$ cat src/rtl/sdcc_pkg.sv
package sdcc_pkg;
   // Bit positions inside the control word; software depends on these.
   localparam int IEN_POS = 0;
   localparam int STB_POS = 1;
   localparam int CEN_POS = 2;
   localparam int SEL_LSB = 8;
endpackage

$ cat src/rtl/sdcc_regs.sv
module sdcc_regs
   import sdcc_pkg::*;
#(
   parameter int REG_W = 16,
   parameter int SEL_W = 8
) (
   input  logic             clk,
   input  logic             rst,
   input  logic             wr_en,
   input  logic [REG_W-1:0] wr_data,
   input  logic             stable,
   output logic             ien_q,
   output logic             ien_d,
   output logic             cen_q,
   output logic [SEL_W-1:0] sel_q,
   output logic [REG_W-1:0] rd_data
);
   // Next value of the internal enable, used by the stable sequencer
   always_comb begin
      ien_d = wr_en ? wr_data[IEN_POS] : ien_q;
   end

   always_ff @(posedge clk) begin
      if (rst) begin
         ien_q <= 1'b0;
         cen_q <= 1'b0;
         sel_q <= '0;
      end else if (wr_en) begin
         ien_q <= wr_data[IEN_POS];
         cen_q <= wr_data[CEN_POS];
         sel_q <= wr_data[SEL_LSB +: SEL_W];
      end
   end

   always_comb begin
      rd_data                    = '0;
      rd_data[IEN_POS]           = ien_q;
      rd_data[STB_POS]           = stable;
      rd_data[CEN_POS]           = cen_q;
      rd_data[SEL_LSB +: SEL_W]  = sel_q;
   end
endmodule

$ cat src/rtl/sdcc_stable.sv
module sdcc_stable #(
   parameter int STABLE_DLY = 16
) (
   input  logic clk,
   input  logic rst,
   input  logic ien_q,
   input  logic ien_d,
   output logic stable
);
   localparam int CW = $clog2(STABLE_DLY + 1);
   localparam logic [CW-1:0] LAST = CW'(STABLE_DLY - 1);

   logic [CW-1:0] cnt;

   always_ff @(posedge clk) begin
      if (rst || !ien_d) begin
         stable <= 1'b0;
         cnt    <= '0;
      end else if (ien_q && !stable) begin
         if (cnt == LAST) begin
            stable <= 1'b1;
         end else begin
            cnt <= cnt + 1'b1;
         end
      end
   end
endmodule

$ cat src/rtl/sdcc_divsel.sv
module sdcc_divsel #(
   parameter int SEL_W = 8
) (
   input  logic [SEL_W-1:0] sel,
   output logic [SEL_W-1:0] onehot
);
   // Priority decode: the highest set bit wins
   for (genvar i = 0; i < SEL_W; i++) begin : g_bit
      if (i == SEL_W - 1) begin : g_top
         assign onehot[i] = sel[i];
      end else begin : g_low
         assign onehot[i] = sel[i] & ~(|sel[SEL_W-1:i+1]);
      end
   end
endmodule

$ cat src/rtl/sdcc_clkgen.sv
module sdcc_clkgen #(
   parameter int SEL_W = 8
) (
   input  logic             clk,
   input  logic             rst,
   input  logic             run,
   input  logic [SEL_W-1:0] sel_req,
   output logic [SEL_W-1:0] sel_act,
   output logic             div_q,
   output logic             card_clk
);
   localparam int CW = (SEL_W > 1) ? SEL_W - 1 : 1;

   logic [CW-1:0]    cnt;
   logic [CW-1:0]    half_m1;
   logic [SEL_W-1:0] eff_sel;
   logic             take_new;
   logic             bypass;
   logic             byp_en_n;

   // A new select is accepted only at the first cycle of a low phase
   always_comb begin
      take_new = !div_q && (cnt == '0);
      eff_sel  = take_new ? sel_req : sel_act;
      bypass   = (eff_sel == '0);
      half_m1  = '0;
      for (int i = 0; i < SEL_W; i++) begin
         if (eff_sel[i]) begin
            half_m1 = half_m1 | CW'((32'd1 << i) - 32'd1);
         end
      end
   end

   always_ff @(posedge clk) begin
      if (rst) begin
         sel_act <= '0;
         div_q   <= 1'b0;
         cnt     <= '0;
      end else begin
         if (take_new) begin
            sel_act <= sel_req;
         end
         if (bypass) begin
            div_q <= 1'b0;
            cnt   <= '0;
         end else if (div_q) begin
            // High phase always completes
            if (cnt == half_m1) begin
               div_q <= 1'b0;
               cnt   <= '0;
            end else begin
               cnt <= cnt + 1'b1;
            end
         end else if (!run) begin
            cnt <= '0;
         end else if (cnt == half_m1) begin
            div_q <= 1'b1;
            cnt   <= '0;
         end else begin
            cnt <= cnt + 1'b1;
         end
      end
   end

   // Pass-through gate updated while the base clock is low
   always_ff @(negedge clk) begin
      if (rst) begin
         byp_en_n <= 1'b0;
      end else begin
         byp_en_n <= run && (sel_act == '0);
      end
   end

   assign card_clk = (clk & byp_en_n) | div_q;
endmodule

$ cat src/rtl/sdclk_ctrl.sv
module sdclk_ctrl
   import sdcc_pkg::*;
#(
   parameter int REG_W      = 16,
   parameter int SEL_W      = 8,
   parameter int STABLE_DLY = 16
) (
   input  logic             clk,
   input  logic             rst,
   input  logic             wr_en,
   input  logic [REG_W-1:0] wr_data,
   output logic [REG_W-1:0] rd_data,
   output logic             card_clk
);
   if (SEL_W < 1 || SEL_W > 12) begin : g_bad_sel
      $error("SEL_W must be within 1..12");
   end
   if (REG_W < SEL_LSB + SEL_W) begin : g_bad_reg
      $error("REG_W too narrow for the select field");
   end
   if (STABLE_DLY < 1) begin : g_bad_dly
      $error("STABLE_DLY must be at least 1");
   end

   logic             ien_q;
   logic             ien_d;
   logic             cen_q;
   logic             stable_w;
   logic             run_w;
   logic             div_q_w;
   logic [SEL_W-1:0] sel_q;
   logic [SEL_W-1:0] sel_dec;
   logic [SEL_W-1:0] sel_act_w;

   sdcc_regs #(.REG_W(REG_W), .SEL_W(SEL_W)) u_regs (
      .clk     (clk),
      .rst     (rst),
      .wr_en   (wr_en),
      .wr_data (wr_data),
      .stable  (stable_w),
      .ien_q   (ien_q),
      .ien_d   (ien_d),
      .cen_q   (cen_q),
      .sel_q   (sel_q),
      .rd_data (rd_data)
   );

   sdcc_stable #(.STABLE_DLY(STABLE_DLY)) u_stable (
      .clk    (clk),
      .rst    (rst),
      .ien_q  (ien_q),
      .ien_d  (ien_d),
      .stable (stable_w)
   );

   sdcc_divsel #(.SEL_W(SEL_W)) u_divsel (
      .sel    (sel_q),
      .onehot (sel_dec)
   );

   assign run_w = ien_q & stable_w & cen_q;

   sdcc_clkgen #(.SEL_W(SEL_W)) u_clkgen (
      .clk      (clk),
      .rst      (rst),
      .run      (run_w),
      .sel_req  (sel_dec),
      .sel_act  (sel_act_w),
      .div_q    (div_q_w),
      .card_clk (card_clk)
   );
endmodule

$ cat config.mk
export PLATFORM = sky130hd
export DESIGN_NAME = sdclk_ctrl
export DESIGN_NICKNAME = d
export VERILOG_FILES = /design/src/rtl/sdcc_pkg.sv /design/src/rtl/sdcc_regs.sv /design/src/rtl/sdcc_stable.sv /design/src/rtl/sdcc_divsel.sv /design/src/rtl/sdcc_clkgen.sv /design/src/rtl/sdclk_ctrl.sv
export SDC_FILE = /design/constraint.sdc
export NUM_CORES = 1
export LEC_CHECK = 0
export ABC_AREA = 1
export ABC_CLOCK_PERIOD_IN_PS = 3800
export BUFFER_PORTS_ARGS = -buffer_cell sky130_fd_sc_hd__buf_2
export CORE_ASPECT_RATIO = 1.2
export CORE_MARGIN = 8
export CORE_UTILIZATION = 58
export CTS_BUF_LIST = sky130_fd_sc_hd__clkbuf_16
export DETAILED_ROUTE_END_ITERATION = 10
export PLACE_DENSITY = 0.86
export SYNTH_ARGS = -nofsm -noshare
export SYNTH_HDL_FRONTEND = slang
export SYNTH_SLANG_ARGS = --single-unit
export TNS_END_PERCENT = 1
$ cat constraint.sdc
create_clock -name clk -period 3.8 [get_ports clk]
set_clock_uncertainty 0.2 [all_clocks]
set_input_delay 0.57 -clock clk [delete_from_list [all_inputs] [get_ports clk]]
set_output_delay 0.57 -clock clk [all_outputs]
set_load 0.02 [all_outputs]
==> results.yml, run 1 <==
outcome:
  status: "completed"
synth:
  postSynthAreaPerCell_um2: 7.11
  syn_inst: 255
  yosysTopAreaCell: "dfxtp_1"
  yosys.area.top_type_share_pct: 36.4
  yosysUniqueCellTypes: 30
  synth_async_sr_flop_share_pct: 0
  synth_edf_count: 0
  synth_top_family_by_area: "simple AND/OR/NAND/NOR gates"
  synth_simple_gate_area_share_pct: 38.1
  synth_area_leaders: "dfxtp_1, nand2_1, nor2_1, inv_1, nor2_2"
  synth_compound_area_share_pct: 8.55
  synth_xor_area_share_pct: 2.41
  synth_fa_ha_area_share_pct: 2.76
  ys_ff_latch: 33
  ys_seq_area_share_pct: 36.4
  synth_ff_type: "dfxtp_1"
  synthMuxAreaShare_pct: 0
  yosys_warnings: 0
  syn-cell-area_um2: 1810
clock_tree:
  cts_resized: 0
  cts_tree: "built"
  insertion_delay_ns: 0.40
  cts.hold.buffers_added: 0
  post-cts-setup-buffers: 0
  clk_pin_slew_ns: 0.06
drt:
  ant_nets: 0
  dr.pass1.iters: 5
  wl_um: 4210
  wire_per_inst_um: 13.2
  dr_total_vias: 1667
  routed_via_density: 5.23
  drc: 0
  drt_iter0_drc: 63
critical_path:
  r2r_slack_ns: 0.61
  crit_path_end_kind: "output pin"
  cp.arrival_ns: 2.97
  crit_type: "register to output pin"
  cp_max_fo: 1
  r2r-start: "u_regs.ien_q$_SDFF_PP0_"
  startpoint: "u_clkgen.byp_en_n$_SDFF_NP0_"
  r2r_cells: 3
  critPathLaunchType: "register"
  crit_required_ns: 3.03
  r2r_end: "u_clkgen.byp_en_n$_SDFF_NP0_"
layout:
  synthToLayoutAreaGrowth_pct: 18.6
  drive_gt1_share_pct: 23.3
  diodes: 0
  fillCellCount: 247
  finalNetCount: 305
floorplanning:
  row_count: 22
  chipHeight_um: 77.3
  initial_core_util_pct: 59.9
  io_pins: 36
  die-area_um2: 5180
  core-area_um2: 3030
  die_w_um: 67.1
sta:
  fin_ws_ns: 0.0628
  rsz0062_at_grt: "false"
  relSlewSlack_pct: 55.1
  finalSetupViolCount: 0
  worstMarginPinSlew_ns: 0.668
  slew_violations: 0
  hold_violations: 0
  fin_tns_setup_ns: 0
min_path:
  holdCritStartpoint: "wr_data[14]"
  holdCritPathClass: "primary input to register"
  hold_end: "u_regs.sel_q[6]$_SDFFE_PP0P_"
  min_delay_path_depth: 3
global_route:
  grt.overflow.total: 0
  grt_pass1_vias: 1653
  grt_usage_pct: 17.6
  grt_pass1_wl_um: 7000
  grt_max_degree: 14
  antenna_found_initial: 0
power:
  p_leak_nw: 0.996
  power.density_nw_per_um2: 499
  peakVddDrop_mv: 0.455
placement:
  dp_slack_ns: 0.533
  port-buffer-count: 24
  gp_congestion: 0.829
  dp_hpwl_um: 2860
job:
  maxCapViolations: 0
-- layout make-up --
type	instances	area (um^2)	share of cell area, %
Clock buffer	10	230	10.7
Sequential cell	33	661	30.7
Tap cell	36	45.0	2.09
Timing Repair Buffer	23	115	5.35
Clock inverter	3	13.8	0.640
Multi-Input combinational cell	180	958	44.6
Inverter	34	128	5.93
-- stage by stage --
step	hold slack [ns]	area, um^2	instances	total power [mW]	utilization [%]
finish	0.197	2150	319	1.07	71.0
detailed placement	0.244	1920	308	0.487	63.3
global route	0.217	2150	319	1.11	71.0
floorplan	0.222	1830	259	0.465	-
global placement	0.233	1920	308	0.484	63.3
CTS	0.197	2150	319	1.08	71.0
-- power by group --
| group | internal [mW] | switching [mW] | leakage [nW] |
|---|---|---|---|
| combinational | 0.0367 | 0.0768 | 0.588 |
| sequential | 0.358 | 0.00919 | 0.269 |
| clock | 0.416 | 0.176 | 0.139 |
-- kinds of logic after synthesis --
family | after synthesis
AO/OA/AOI/OAI | 29
XOR/XNOR | 5
adder cells (fa/ha/maj) | 4
buffers and inverters | 46
flip-flops | 33
other | 1
AND/OR/NAND/NOR | 137
-- placed cells by master, fill, tap and decap left out, types with 2 or more instances in the layout --
cell type,instances
nor2_4,5
nor3_1,7
xor2_1,4
nor2_1,34
clkbuf_16,9
conb_1,5
nand3b_1,2
inv_1,32
nand2_1,47
buf_2,24
nor2_2,13
nand3_1,15
dfxtp_1,33
nand2_4,4
nand2_2,3
o21ai_1,2
ha_1,4
nand4_1,3
inv_2,4
a21oi_1,13
o21ai_0,11
-- sequential cells by signal (all words and copies together), names as in the netlist --
signal and count:
u_clkgen.sel_act 8, u_regs.sel_q 8, u_clkgen.cnt 7, u_stable.cnt 5, u_clkgen.byp_en_n 1, u_clkgen.div_q 1
u_regs.cen_q 1, u_regs.ien_q 1, u_stable.stable 1
-- worst max-delay path: stages (launching register included) --
cell	delay, ns
dfxtp_1	0.31
nand2_1	0.05
nand2_1	0.05
buf_2	0.16
-- Yosys cell counts (4+ instances only) --
library cell  number
o21ai_0           11
nor2_1            34
nor2_4             5
xor2_1             4
nand2_1           47
a21oi_1           13
nor3_1             7
nand3_1           15
nor2_2            13
buf_4              8
inv_1             32
dfxtp_1           33
nand2_4            4
ha_1               4
-- layer usage --
metal	vias to the layer above	track usage (%)	wire length, um
met5	-	0	0
met2	49	29.5	2210
met3	10	7.85	230
li1	840	-	-
met1	768	17.1	1670
met4	0	10.1	97
-- how the worst max path moves through the flow --
stage / endpoint / cells past startpoint
2_1_floorplan: u_clkgen.byp_en_n$_SDFF_NP0_ / 3
3_3_place_gp: u_clkgen.byp_en_n$_SDFF_NP0_ / 3
3_5_place_dp: u_clkgen.byp_en_n$_SDFF_NP0_ / 3
4_1_cts: card_clk / 3
5_1_grt: card_clk / 3
6_report: card_clk / 3
No activity file was read; power rests on OpenSTA's default activity.
==> run 2, diff against run 1 <==
--- a/config.mk
+++ b/config.mk
@@ -10,11 +10,12 @@
 export BUFFER_PORTS_ARGS = -buffer_cell sky130_fd_sc_hd__buf_2
 export CORE_ASPECT_RATIO = 1.2
 export CORE_MARGIN = 8
-export CORE_UTILIZATION = 58
+export CORE_UTILIZATION = 59
 export CTS_BUF_LIST = sky130_fd_sc_hd__clkbuf_16
 export DETAILED_ROUTE_END_ITERATION = 10
-export PLACE_DENSITY = 0.86
+export PLACE_DENSITY = 0.87
 export SYNTH_ARGS = -nofsm -noshare
 export SYNTH_HDL_FRONTEND = slang
+export SYNTH_HIERARCHICAL = 1
 export SYNTH_SLANG_ARGS = --single-unit
 export TNS_END_PERCENT = 1
==> run 2 against run 1 <==
  * Worst setup slack better by 0.045 ns
  * Sequential cell count is the same
  * Global-route usage shrank 0.60 points
  * Utilization shrank 0.54 points
  * Sequential share of layout area shrank 0.32 points
  * Routed wire length decreased by 3.8%
  * Highest routed layer unchanged
  * Sequential power hardly changed
  * Clock power down 9.1%
  * Non-clock buffer count did not move
  * Synthesized area up 6.6%
  * Register-to-register slack better by 0.14 ns
==> results.yml, run 2 <==
floorplanning:
  die_w_um: 68.3
  initial_core_util_pct: 62.7
  io_pins: 36
  chipHeight_um: 78.7
  row_count: 22
  core-area_um2: 3080
  die-area_um2: 5370
synth:
  yosys.area.top_type_share_pct: 34.2
  postSynthAreaPerCell_um2: 6.93
  synth_ff_type: "dfxtp_1"
  ys_ff_latch: 33
  ys_seq_area_share_pct: 34.2
  yosysUniqueCellTypes: 29
  synth_edf_count: 0
  synth_area_leaders: "dfxtp_1, nor2_1, nand2_1, buf_4, inv_1"
  synth.most_common_cell: "nor2_1"
  yosys_warnings: 6
  yosysTopAreaCell: "dfxtp_1"
  synth_async_sr_flop_share_pct: 0
  syn_inst: 279
  syn-cell-area_um2: 1930
  ys_top_cells_by_count: "nor2_1, nand2_1, dfxtp_1, inv_1, nand3_1"
critical_path:
  crit_path_frequent_cell: "nand2_1"
  crit_type: "register to output pin"
  crit_required_ns: 3.03
  critPathMaxStageDelay_ns: 0.29
  cp_max_fo: 1
  critPathLaunchType: "register"
  slowest_stage: "dfxtp_1"
  crit_buf_inv: 1
  cp_cell_sequence: "nand2_1, nand2_1, buf_2"
  crit_path_end_kind: "output pin"
  critPathTopFamily: "flip-flops"
  cp.arrival_ns: 2.92
sta:
  hold_violations: 0
  fin_tns_setup_ns: 0
  slew_violations: 0
  hold_ws_ns: 0.208
  finalSetupViolCount: 0
  rsz0062_at_grt: "false"
clock_tree:
  cts_tree: "built"
  insertion_delay_ns: 0.39
  cts_resized: 0
  post-cts-setup-buffers: 0
  clk_pin_slew_ns: 0.05
  cts.hold.buffers_added: 0
power:
  power.density_nw_per_um2: 470
  p_sw_mw: 0.251
  peakVddDrop_mv: 0.358
  power_frac_comb_pct: 11.1
  clkPwrFrac_pct: 52.7
  p_seq_share_pct: 36.2
  internal-power_mw: 0.770
  p_leak_nw: 1.04
  sw_frac_of_total_pct: 24.6
drt:
  wl_um: 4050
  routed_via_density: 5.06
  drc: 0
  ant_nets: 0
  drt_iter0_drc: 99
  wire_per_inst_um: 12.1
  dr_total_vias: 1691
  dr.pass1.iters: 4
global_route:
  use_met2_pct: 28.5
  grt_usage_pct: 17.0
  grt_pass1_wl_um: 6970
  grt_util_met3_pct: 7.58
  antenna_found_initial: 0
  busiest_layer: "met2"
  grt_pass1_vias: 1719
  grt_max_degree: 15
  gr-usage-met1_pct: 16.0
  grt.overflow.total: 0
layout:
  synthToLayoutAreaGrowth_pct: 12.4
  final_common_cell: "nor2_1"
  reg_top3: "u_clkgen/sel_act x8, u_regs/sel_q x8, u_clkgen/cnt x7"
  final_cell_mix: "nor2_1, nand2_1, inv_1, dfxtp_1, buf_2"
  drive_gt1_share_pct: 24.5
  diodes: 0
  finalNetCount: 320
min_path:
  holdCritPathClass: "primary input to register"
placement:
  gp_congestion: 0.827
  port-buffer-count: 24
  dp_hpwl_um: 2810
outcome:
  status: "completed"
job:
  maxCapViolations: 0
==> run 2: routing by layer <==
| metal | wire length (um) | share of wire, % |
|---|---|---|
| met3 | 234 | 5.8 |
| met2 | 2110 | 52 |
| met1 | 1570 | 39 |
| met5 | 0 | 0 |
| met4 | 131 | 3.2 |
==> run 2: power by group through the flow <==
| stage | Combinational (mW) | Clock, mW | Sequential, mW |
|---|---|---|---|
| 2_1_floorplan | 0.0957 | 0.00329 | 0.379 |
| 3_3_place_gp | 0.109 | 0.00329 | 0.376 |
| 3_5_place_dp | 0.111 | 0.00329 | 0.376 |
| 4_1_cts | 0.113 | 0.548 | 0.369 |
| 5_1_grt | 0.127 | 0.562 | 0.371 |
| 6_report | 0.113 | 0.539 | 0.370 |
==> run 2: layout make-up <==
cell class | count | area [um^2]
multi-input combinational | 191 | 987
clock inverter | 4 | 17.5
inverter | 38 | 143
tap | 36 | 45.0
fill | 248 | 910
timing repair buffer | 23 | 115
sequential | 33 | 661
clock buffer | 9 | 205
==> run 2: worst paths after layout <==
check	slack [ns]	to	cells past startpoint	from
worst max-delay path	0.11	card_clk	3	u_clkgen/byp_en_n$_SDFF_NP0_
worst min register to register	0.29	u_clkgen/cnt[0]$_SDFF_PP0_	1	u_clkgen/cnt[0]$_SDFF_PP0_
worst min-delay path	0.21	u_regs/sel_q[0]$_SDFFE_PP0P_	3	wr_data[8]
worst max register to register	0.75	u_clkgen/byp_en_n$_SDFF_NP0_	4	u_regs/ien_q$_SDFF_PP0_
==> run 2: worst min-delay path: stages <==
cell	delay (ns)
buf_2	0.08
nor2_1	0.03
nor2_1	0.08
==> run 2: stage by stage <==
| stage | util (%) | power [mW] | worst slack (ns) | std cells | instance area [um^2] |
|---|---|---|---|---|---|
| finish | 70.5 | 1.02 | 0.108 | 334 | 2170 |
| global placement | 63.6 | 0.488 | 0.582 | 323 | 1960 |
| global route | 70.5 | 1.06 | 0.0641 | 334 | 2170 |
| floorplan | - | 0.478 | 0.622 | 283 | 1950 |
| detailed placement | 63.6 | 0.491 | 0.572 | 323 | 1960 |
| CTS | 70.5 | 1.03 | 0.102 | 334 | 2170 |
==> run 2: logic make-up after synthesis <==
logic type,count (synthesis),synth area share [%]
fa+ha+maj,4,2.59
buf+inv,59,15.5
other cells,1,0.194
flops,33,34.2
simple gates,158,39.9
compound gates,19,5.31
xor+xnor,5,2.27
==> run 3, diff against run 2 <==
--- a/config.mk
+++ b/config.mk
@@ -14,6 +14,7 @@
 export CTS_BUF_LIST = sky130_fd_sc_hd__clkbuf_16
 export DETAILED_ROUTE_END_ITERATION = 10
 export PLACE_DENSITY = 0.87
+export SETUP_SLACK_MARGIN = 0.1
 export SYNTH_ARGS = -nofsm -noshare
 export SYNTH_HDL_FRONTEND = slang
 export SYNTH_HIERARCHICAL = 1
==> constraint.sdc (replaced) <==
create_clock -name clk -period 3.8 [get_ports clk]
set_clock_uncertainty 0.2 [all_clocks]
set_input_delay 0.38 -clock clk [delete_from_list [all_inputs] [get_ports clk]]
set_output_delay 0.38 -clock clk [all_outputs]
set_load 0.02 [all_outputs]
==> run 3 against run 2 <==
  * Worst setup slack better by 0.16 ns
  * Cell count stayed put
  * Largest power group unchanged
  * Sequential cell count stayed put
  * Worst hold slack worse by 0.20 ns
  * Global-route usage is 0.30 points higher
  * Design area is 1.1% higher
  * Register-to-register slack better by 0.04 ns
  * Routed wire length is 0.52% higher
  * Count of clock-buffer cells in the layout stayed put
==> results.yml, run 3 (synthesized netlist as in run 2, its figures left out) <==
global_route:
  grt_pass1_vias: 1731
  grt_max_degree: 15
  grt_pass1_wl_um: 6990
  antenna_found_initial: 0
  grt_usage_pct: 17.3
  grt.overflow.total: 0
sta:
  fin_ws_ns: 0.265
  fin_tns_setup_ns: 0
  finalSetupViolCount: 0
  rsz0062_at_grt: "false"
  slew_violations: 0
  hold_ws_ns: 0.0103
  hold_violations: 0
floorplanning:
  initial_core_util_pct: 62.7
  row_count: 22
  die_w_um: 68.3
  die-area_um2: 5370
  chipHeight_um: 78.7
  io_pins: 36
  core-area_um2: 3080
placement:
  dp_slack_ns: 0.702
  port-buffer-count: 24
  dp.cells: 323
  gp_congestion: 0.826
  placed_area_um2: 1960
  dp_hpwl_um: 2730
drt:
  routed_via_density: 5.15
  drt_iter0_drc: 58
  dr_total_vias: 1719
  drc: 0
  ant_nets: 0
  dr.pass1.iters: 4
  wire_per_inst_um: 12.2
  wl_um: 4070
critical_path:
  critPathMaxStageDelay_ns: 0.30
  cp_max_fo: 1
  critPathTopFamily: "flip-flops"
  r2r_slack_ns: 0.79
  slowest_stage: "dfxtp_1"
  cp.arrival_ns: 2.96
  cp_cell_sequence: "nand2_1, nand2_1, buf_2"
  crit_buf_inv: 1
  crit_path_end_kind: "output pin"
  crit_required_ns: 3.22
  crit_type: "register to output pin"
  crit_path_frequent_cell: "nand2_1"
  critPathLaunchType: "register"
layout:
  drive_gt1_share_pct: 24.2
  synthToLayoutAreaGrowth_pct: 13.7
  finalNetCount: 320
  layout.cells.non_filler: 334
  fin_area_um2: 2200
  final_common_cell: "nor2_1"
  final_cell_mix: "nor2_1, nand2_1, inv_1, dfxtp_1, buf_2"
  diodes: 0
  final_util_pct: 71.3
  reg_top3: "u_clkgen/sel_act x8, u_regs/sel_q x8, u_clkgen/cnt x7"
min_path:
  holdCritPathClass: "primary input to register"
clock_tree:
  cts_resized: 0
  cts_tree: "built"
  post-cts-setup-buffers: 0
  insertion_delay_ns: 0.39
  cts.hold.buffers_added: 0
  clk_pin_slew_ns: 0.05
power:
  peakVddDrop_mv: 0.434
  total_power_mw: 1.09
  power.density_nw_per_um2: 496
  p_leak_nw: 1.05
outcome:
  status: "completed"
job:
  maxCapViolations: 0
-- run 3: final timing paths --
kind	start	end	cells past startpoint
setup / recovery	u_clkgen/byp_en_n$_SDFF_NP0_	card_clk	3
setup reg to reg	u_regs/ien_q$_SDFF_PP0_	u_clkgen/byp_en_n$_SDFF_NP0_	4
hold / removal	wr_data[10]	u_regs/sel_q[2]$_SDFFE_PP0P_	3
hold reg to reg	u_clkgen/cnt[0]$_SDFF_PP0_	u_clkgen/cnt[0]$_SDFF_PP0_	1
-- run 3: layer usage --
metal	routed length [um]	global-route usage, %	vias to the layer above
met5	0	0	-
met4	104	11.9	0
met2	2150	28.9	37
li1	-	-	870
met1	1600	16.1	803
met3	216	8.15	9
-- run 3: report_power, final --
group / leakage (nW) / switching (mW) / internal (mW) / total [mW]
clock network: 0.139 / 0.165 / 0.440 / 0.605
registers: 0.269 / 0.0109 / 0.358 / 0.369
logic: 0.645 / 0.0771 / 0.0389 / 0.116
total: 1.05 / 0.253 / 0.837 / 1.09
-- run 3: area by class of cell --
class	count	area, um^2
multi-input combinational	191	987
fill	251	886
sequential	33	661
clock buffer	9	205
inverter	38	143
timing repair buffer	23	115
tap	36	45.0
clock inverter	4	41.3
-- run 3: worst register-to-register path: stages (launching register included) --
cell,delay (ns)
dfxtp_1,0.42
nand2_1,0.09
nor2_2,0.10
nand3_1,0.10
nor4_1,0.20
